### config.mk
export PLATFORM = sky130hd
export DESIGN_NAME = lburst_rd
export DESIGN_NICKNAME = d
export VERILOG_FILES = /design/src/rtl/lburst_rd.sv
export SDC_FILE = /design/constraint.sdc
export NUM_CORES = 1
export LEC_CHECK = 0
export ABC_AREA = 1
export BUFFER_PORTS_ARGS = -buffer_cell sky130_fd_sc_hd__buf_2
export CAP_MARGIN = 0
export CORE_UTILIZATION = 42
export DETAILED_ROUTE_END_ITERATION = 8
export GPL_TIMING_DRIVEN = 0
export PLACE_DENSITY = 0.73
export SLEW_MARGIN = 40
export SYNTH_ARGS = -nofsm -noshare
export SYNTH_HDL_FRONTEND = slang
export SYNTH_SLANG_ARGS = --single-unit
### constraint.sdc
create_clock -name clk -period 2.6 [get_ports clk]
set_clock_uncertainty 0.2 [all_clocks]
set_input_delay 0.52 -clock clk [delete_from_list [all_inputs] [get_ports clk]]
set_output_delay 0.52 -clock clk [all_outputs]
set_load 0.05 [all_outputs]
### src/rtl/lburst_rd.sv
module lburst_rd #(
  parameter int AW = 19
) (
  input  logic          clk,
  input  logic          rst_n,
  input  logic          ce_n,
  input  logic          adv_n,
  input  logic          oe_n,
  input  logic [AW-1:0] addr,
  input  logic          cfg_we,
  input  logic [5:0]    cfg_wdata,
  output logic [31:0]   dq,
  output logic          dq_oe,
  output logic          eob_n,
  output logic          eob_oe
);
  localparam int CW = 6;
  localparam int NW = 4;

  logic [CW-1:0] cfg_q;
  logic          active, early_q, drv_q, eob_q;
  logic [2:0]    lat_q;
  logic [NW-1:0] left_q, len_w;
  logic [AW-1:0] ptr_q;
  logic [31:0]   dq_q;

  function automatic logic [31:0] word_at(input logic [AW-1:0] a);
    logic [31:0] ax;
    ax = 32'(a);
    return {ax[15:0] ^ 16'hC3A5, ax[15:0]};
  endfunction

  always_comb begin
    case (cfg_q[2:1])
      2'd0:    len_w = NW'(2);
      2'd1:    len_w = NW'(4);
      default: len_w = NW'(8);
    endcase
  end

  wire [2:0] lat_w   = 3'(cfg_q[4:3]) + 3'd1;
  wire       start   = !ce_n && !adv_n && cfg_q[0];
  wire       launch  = !ce_n && !start && active && (lat_q == 3'd0);
  wire       last    = (left_q == NW'(1));
  wire       eob_hit = early_q ? (left_q == NW'(2)) : last;

  always_ff @(posedge clk) begin
    if (!rst_n) begin
      cfg_q   <= '0;
      active  <= 1'b0;
      early_q <= 1'b0;
      drv_q   <= 1'b0;
      eob_q   <= 1'b0;
      lat_q   <= '0;
      left_q  <= '0;
      ptr_q   <= '0;
      dq_q    <= '0;
    end else begin
      if (cfg_we) cfg_q <= cfg_wdata;
      drv_q <= launch && !oe_n;
      eob_q <= launch && eob_hit;
      if (launch) begin
        dq_q   <= word_at(ptr_q);
        ptr_q  <= ptr_q + 1'b1;
        left_q <= left_q - 1'b1;
      end
      if (ce_n) begin
        active <= 1'b0;
      end else if (start) begin
        active  <= 1'b1;
        ptr_q   <= addr;
        left_q  <= len_w;
        lat_q   <= lat_w;
        early_q <= cfg_q[5];
      end else if (active) begin
        if (lat_q != 3'd0) lat_q <= lat_q - 1'b1;
        else if (last)     active <= 1'b0;
      end
    end
  end

  assign dq     = dq_q;
  assign dq_oe  = drv_q;
  assign eob_oe = drv_q;
  assign eob_n  = !eob_q;

  AST_CE_FLOATS: assert property (@(posedge clk) disable iff (!rst_n)
    ce_n |=> (!dq_oe && !eob_oe));
  AST_EOB_SINGLE: assert property (@(posedge clk) disable iff (!rst_n)
    !eob_n |=> eob_n);
  AST_OE_GATES: assert property (@(posedge clk) disable iff (!rst_n)
    oe_n |=> !dq_oe);
  AST_MODE_OFF_SILENT: assert property (@(posedge clk) disable iff (!rst_n)
    (!cfg_q[0] && !active) |=> !dq_oe);
  AST_COUNT_LIVE: assert property (@(posedge clk) disable iff (!rst_n)
    active |-> (left_q != '0));
  AST_RESET_FLOATS: assert property (@(posedge clk) disable iff (!rst_n)
    $past(!rst_n) |-> (!dq_oe && eob_n));
endmodule

==> Word level (Yosys, flattened, before mapping) <==
Cells that the tools add are included.
{ "op_classes": {"n_addsub": 4, "n_eq_ne": 3, "n_mux": 15, "bitwise_logic": 3, "n_reduce_logical": 20} }
{ "ops": {"columns": ["cell", "count"], "rows": [
  ["2-to-1 mux 19 bit", 3],
  ["adder 19 x 1 -> 19 bit, second input constant", 1],
  ["2-to-1 mux 4 bit", 3],
  ["2-to-1 mux 3 bit", 3],
  ["inverter 8 bit", 1],
  ["one-hot mux 4 bit (2 select lines)", 1],
  ["logical AND 1 bit", 7],
  ["logical NOT 1 bit", 5],
  ["2-to-1 mux 1 bit", 5],
  ["== test 4 x 1 -> 1 bit, second input constant", 1],
  ["== test 4 x 2 -> 1 bit, second input constant", 1],
  ["nonzero test 2 bit", 2],
  ["subtractor 4 x 1 -> 4 bit, second input constant", 1],
  ["adder 2 x 1 -> 3 bit, second input constant", 1],
  ["logical NOT 3 bit", 1],
  ["AND reduction 3 bit", 1],
  ["nonzero test 3 bit", 1],
  ["subtractor 3 x 1 -> 3 bit, second input constant", 1],
  ["== test 2 x 1 -> 1 bit, second input constant", 1],
  ["logical NOT 2 bit", 1],
  ["inverter 1 bit", 2],
  ["AND reduction 2 bit", 1],
  ["OR reduction 2 bit", 1]
]} }
{ "word_totals": {"ff_bits": 68, "input_bits": 31, "out_inout_bits": 35, "elab_cells": 54} }

==> Logic depth before layout (Yosys ltp) <==
Gate-level depths: netlist of run 1.
{ "depth": {"depth_word": 10, "depth_mapped": 12, "depth_no_buf": 11} }

==> Least setup slack after synthesis of run 1 <==
No wires, ideal clock.
{ "synth_path": {"kind": "register to register", "startpoint": "register lat_q[0]", "endpoint": "register ptr_q[4]", "setup_ns": 0.115, "arrival_ns": 1.360, "required_ns": 2.285, "slack_ns": 0.925, "path_stages_with_launch": 11, "n_path_buf": 1, "period_less_slack_ns": 1.675, "cell_sequence": "dfxtp_1 inv_1 ha_1 inv_1 nor2_2 inv_1 nor2_4 buf_4 o21ai_0 o21ai_0 inv_1"} }
{ "synth_between": {"elab_chain_cells": 5} }
{ "synth_rtl": {"columns": ["element", "line_no", "text"], "rows": [
  ["start, declared", "22", "logic [2:0] lat_q;"],
  ["start signal, assigned", "73", "lat_q <= lat_w;"],
  ["start signal, assigned", "76", "if (lat_q != 3'd0) lat_q <= lat_q - 1'b1;"],
  ["logical NOT 3 bit *", "43", "wire launch = !ce_n && !start && active && (lat_q == 3'd0);"],
  ["logical AND 1 bit *", "43", null],
  ["2-to-1 mux 19 bit *", "62", "if (launch) begin"],
  ["2-to-1 mux 19 bit", "69", "end else if (start) begin"],
  ["2-to-1 mux 19 bit *", "67", "if (ce_n) begin"],
  ["end signal, assigned", "64", "ptr_q <= ptr_q + 1'b1;"],
  ["end signal, assigned", "71", "ptr_q <= addr;"],
  ["end, declared", "24", "logic [AW-1:0] ptr_q;"]
]} }
Every way passes the cells marked *; elsewhere a longest branch is shown, timed or not.
A chain may end at the register's enable or synchronous reset.

==> Worst setup path in the final report of run 1 <==
{ "layout_path": {"startpoint": "register lat_q[0]", "endpoint": "register ptr_q[2]"} }
Same word-level chain as after synthesis.

==> results of run 1 <==
==> cell usage in the layout, fill, tap and decap left out, drive strengths merged, types with 2 or more instances in the layout <==
master | Yosys | final
buf | 16 | 78
nand2 | 75 | 75
nor2 | 67 | 67
inv | 59 | 59
dfxtp | 57 | 57
o21ai | 41 | 41
nand3 | 32 | 32
a21oi | 24 | 24
clkbuf | 9 | 20
ha | 7 | 7
nor3 | 6 | 6
xor2 | 2 | 2
a31oi | 2 | 2
bufinv | 0 | 2
clkinv | 0 | 2
==> cells in the mapped netlist (2+ instances only) <==
cell type,n,area (um2)
inv_1,59,221.5
xor2_1,2,17.52
nor2_1,64,240.2
buf_4,11,82.58
ha_1,7,87.58
buf_2,4,20.02
nor3_1,6,30.03
nor2_4,2,22.52
o21ai_0,40,200.2
a31oi_1,2,12.51
dfxtp_1,57,1141
a21oi_1,24,120.1
nand3_1,31,155.2
clkbuf_1,8,30.03
nand2_1,74,277.8
==> power breakdown <==
group | switching [mW] | internal (mW) | total (mW)
sequential | 0.0199 | 0.899 | 0.919
clock | 0.362 | 0.588 | 0.950
combinational | 0.110 | 0.0594 | 0.169
==> final cells by class <==
cell class                 count  area share [%]
multi-input combinational    263           37.12
sequential                    57           33.42
timing repair buffer          62           9.088
inverter                      59           6.486
clock buffer                  11           4.434
buffer                        25           4.361
tap                           77           2.822
clock inverter                 5           2.272
==> routing by layer <==
layer	vias up	wire (um)	GRT usage, %
li1	1410	-	-
met1	1216	3040	23.68
met2	56	3369	37.41
met3	12	283	4.672
met4	0	131	10.34
met5	-	0	0
==> worst reg2reg max path, delay by kind of cell, from the launching register on <==
family,cells,cell delay [ps]
buffers and inverters,5,510
adders and majority gates,1,150
DFF,1,300
and+or+nand+nor,6,650
==> stage by stage <==
step	cell area, um2	worst slack (ps)	std cells	power, mW	utilization, %
after floorplan	2779	924.6	404	1.049	-
after CTS	3415	689.5	559	2.048	53.47
after global placement	3186	534.9	543	1.103	49.88
after global routing	3415	488.8	559	2.119	53.47
after detailed placement	3186	473.0	543	1.107	49.88
final	3415	676.0	559	2.039	53.47
==> flip-flops by register name, summed over array words and instances, names as in the netlist <==
register  cells
eob_q         1
dq           24
lat_q         3
cfg_q         6
active        1
early_q       1
dq_oe         1
left_q        4
ptr_q        16
==> worst max path at each step <==
stage                to  cells after the start
5_1_grt        ptr_q[2]                     12
4_1_cts        ptr_q[2]                     12
3_5_place_dp      dq[9]                      5
3_3_place_gp     dq[31]                      5
6_report       ptr_q[2]                     12
2_1_floorplan  ptr_q[4]                     10
==> kinds of logic after synthesis <==
logic type / after synthesis / synth area share (%)
adders and majority gates: 7 / 3.152
AOI/OAI and AO/OA: 70 / 13.06
and+or+nand+nor: 183 / 28.41
buffers and inverters: 84 / 13.33
xor gates and xnor gates: 2 / 0.6305
DFF: 57 / 41.06
muxes: 1 / 0.3602
==> run metrics, run 1 <==
Final setup viols 0; die span in y 83.34 um; clk_lat worst skew 350 ps; maximum root-to-sink buffer count 2; Final Max Tran Viols 0; fin crit period 1924 ps; post-synthesis cell area 0.002779 mm2; Initial Util 43.51%; Total Routing Usage GR 21.07%; ys flop type dfxtp_1; antenna viol nets, final 0; RSZ-0062 raised after global routing no; setup bufs post-CTS 0; FF+latch count, synth 57; # clock sinks 57; Critical Path Max Stage Delay 300 ps; Die Wd 83.34 um; routed vias 2694; Max Clock Freq 519.8 MHz; ANT cells 0; CP dominant cell by count inv_1; Setup crit start lat_q[0]; Leak 1.700 nW; vias in the first global route 2579; vias per cell 4.819; reg-to-reg slack, setup 680 ps; Max Cap Viol 0; HPWL after DPL 4957 um; clock root buffer clkbuf_8; core area 0.006386 mm2; Cell variety after synth 28; final hold slack 125.7 ps; Num CTS Buffers 9; CP cell instances inv_1 > ha_1 > inv_1 > nor2_2 > inv_1 > nor2_4 > buf_4 > nand2_1 > nand2_1 > nand3_1 > nand2_1 > inv_1; cts hold-fix bufs 0; IO Count 66; worst vdd ir 354.3 uV; Net Count, Synth 442; worst hold stages 2; worst reg2reg startpoint lat_q[0]; Worst Tran Pin Value 591.5 ps; TNS Setup 0 ps; crit-path leading delay family simple AND/OR/NAND/NOR gates; initial antenna violation count 0; final hold vios 0; Final Cycle Share 74.00%; number of detailed-route iterations in the first pass 4; register area 0.001141 mm2; fraction of registers with async set/reset 0%; Critical Path AT 1970 ps; post-synthesis sequential area ratio 41.06%; R2R depth 12; layout cell share with drive strength beyond 1 20.95%; clk slew on worst S/H paths 70 ps; Layout fillers 661; Slew Limit Headroom 60.57%; per-cell routed wire length 12.21 um; Avg Cell Area, Syn 6.879 um2; Post-route DRC 0; Post-Route WL 6825 um; Mapped Cells 404; Post-synth EDFFs 0; CTS tree built; hold path startpoint oe_n; synthesis-to-finish area growth 22.87%; global-route wire length before repair 11450 um; Nets 515; run status complete, no violations; post-CTS sizing 0; worst hold endpoint dq_oe; CP max-delay cell dfxtp_1; # H-tree levels 3; WP data required 2640 ps; port bufs 62; Worst setup SP type register; RR Endpoint ptr_q[2]; multi-input logic area 0.001267 mm2; Synth warnings 0; largest net degree at the start of global routing 11; num rows 29; number of buffers and inverters on the critical path 5; CP endpoint kind register; pwr dens 597.1 mW/mm2; Hold Path Class in -> reg; die area 0.006946 mm2; kind of critical path reg -> reg; Max FO, Critical Path 10; grt ovf 0; DR iter-0 viols 177; GP Congestion 0.8923
Power figures use the tool's default switching activity.
==> run 2: changes to the inputs <==
clock period = 1.8 ns   (was 2.6 ns; I/O delays follow)
==> run metrics, run 2 (synthesis results as in run 1) <==
initial antenna violation count 0 (unchanged); Worst Tran Pin Value 597.3 ps (+5.837 ps); Die Wd 83.34 um (unchanged); global-route wire length before repair 11520 um (+0.54%); Leak 1.783 nW (+4.8%); CP endpoint kind register; Max FO, Critical Path 8 (-2); final hold vios 0 (unchanged); largest net degree at the start of global routing 11 (unchanged); Nets 526 (+2.1%); routed vias 2787 (+3.5%); per-cell routed wire length 12.62 um (+3.4%); number of flip-flops under the largest register name 24 (unchanged); # clock sinks 57 (unchanged); grt ovf 0 (unchanged); commonest non-fill, non-tap cells in the layout nand2_1 (71), buf_2 (65), nor2_1 (60); CTS tree built; pwr dens 818.8 mW/mm2 (+37%); run status complete, no violations; final non-filler cell total 570 (+2.0%); fin crit period 1793 ps (-130.8 ps); Worst setup SP type register; Max Clock Freq 557.7 MHz (+7.3%); clk slew on worst S/H paths 70 ps (about the same); PnR worst setup slack 6.767 ps (-669.2 ps); kind of critical path reg -> reg; num rows 29 (unchanged); synthesis-to-finish area growth 30.39%; most common cell after layout, fill and taps aside nand2_1; Inst Count DP 543 (unchanged); WP data required 1850 ps (-790 ps); dpl ws -167.0 ps (-640.0 ps); # H-tree levels 3 (unchanged); Final Max Tran Viols 0 (unchanged); Post-Route WL 7195 um (+5.4%); vias in the first global route 2597 (+0.70%); Num CTS Buffers 9 (unchanged); Hold Path Class in -> reg; IO Count 66 (unchanged); RSZ-0062 raised after global routing yes; die span in y 83.34 um (unchanged); core area 0.006386 mm2 (unchanged); Max Cap Viol 0 (unchanged); port bufs 62 (unchanged); die area 0.006946 mm2 (unchanged); ANT cells 0 (unchanged); HPWL after DPL 4957 um (unchanged); vias per cell 4.889 (+1.5%); layout cell share with drive strength beyond 1 27.18% (+6.2 points); number of detailed-route iterations in the first pass 4 (unchanged); clock root buffer clkbuf_8; maximum root-to-sink buffer count 2 (unchanged); worst vdd ir 511.2 uV (+44%); Post-Route Utilization 56.74% (+3.3 points); clk_lat worst skew 350 ps (about the same); DR iter-0 viols 200 (+13%); Post-route DRC 0 (unchanged); Slew Limit Headroom 60.18% (-0.39 points); Total Routing Usage GR 21.19% (+0.13 points); Final Cycle Share 99.62% (+26 points); Final setup viols 0 (unchanged); Critical Path AT 1840 ps (-130 ps); Initial Util 43.51% (unchanged); GP Congestion 0.8923 (unchanged); antenna viol nets, final 0 (unchanged)
[run 2: cell types whose count changed in the layout (fill, tap and decap cells not counted), sizes merged]
cell / change
clkbuf: +2
buf: +8
dlygate4sd3: +1
[run 2: final cells by class]
| cell class | instances | area, um2 |
|---|---|---|
| fill | 625 | 2763 |
| multi-input combinational | 263 | 1345 |
| sequential | 57 | 1146 |
| timing repair buffer | 73 | 417.9 |
| inverter | 59 | 221.5 |
| buffer | 25 | 167.7 |
| clock buffer | 11 | 151.4 |
| tap | 77 | 96.34 |
| clock inverter | 5 | 77.57 |
[run 2: worst paths after layout]
kind / from / to / slack, ps / depth (start not counted)
max: lat_q[1] / ptr_q[15] / 7 / 12
min: ce_n / active / 20 / 2
max reg2reg: lat_q[1] / ptr_q[15] / 7 / 12
min reg2reg: dq[7] / dq[7] / 260 / 2
[run 2: metrics by stage]
stage	total power [mW]	area (um2)	TNS (ps)	hold slack, ps
after floorplan	1.515	2779	0	238.5
after global placement	1.593	3186	-1430	255.5
after detailed placement	1.599	3186	-2094	254.7
after CTS	2.963	3458	0	26.29
after global routing	3.090	3623	-1745	34.46
final	2.967	3623	0	22.61
[run 2: worst max-delay path: stages (launching register included)]
cell	delay, ps
dfxtp_2	320
inv_2	80
ha_4	130
inv_2	40
nor2_4	130
inv_2	70
nor2_4	250
buf_4	170
nand3_1	60
nand2_1	70
nand3_1	60
nand2_1	80
inv_1	40
[run 2: power breakdown]
group          internal [mW]  switching [mW]
combinational          0.100           0.167
clock                  0.849           0.519
sequential              1.30          0.0314
total                   2.25           0.718
[run 2: timing repair]
| action | 4_1_cts | 5_1_grt |
|---|---|---|
| gates cloned | 0 | 2 |
| pin swaps | 1 | 6 |
| endpoints found under the hold margin | 1 | 0 |
| gates resized for setup | 3 | 41 |
| buffers inserted | 3 | 5 |
| endpoints found under the setup margin | 21 | 46 |
| hold buffers | 1 | 0 |
[run 2: metal layers]
layer / global-route usage [%] / wire length (um)
met5: 0 / 0
met4: 10.97 / 206
met3: 4.573 / 348
met2: 37.41 / 3579
met1: 23.86 / 3062
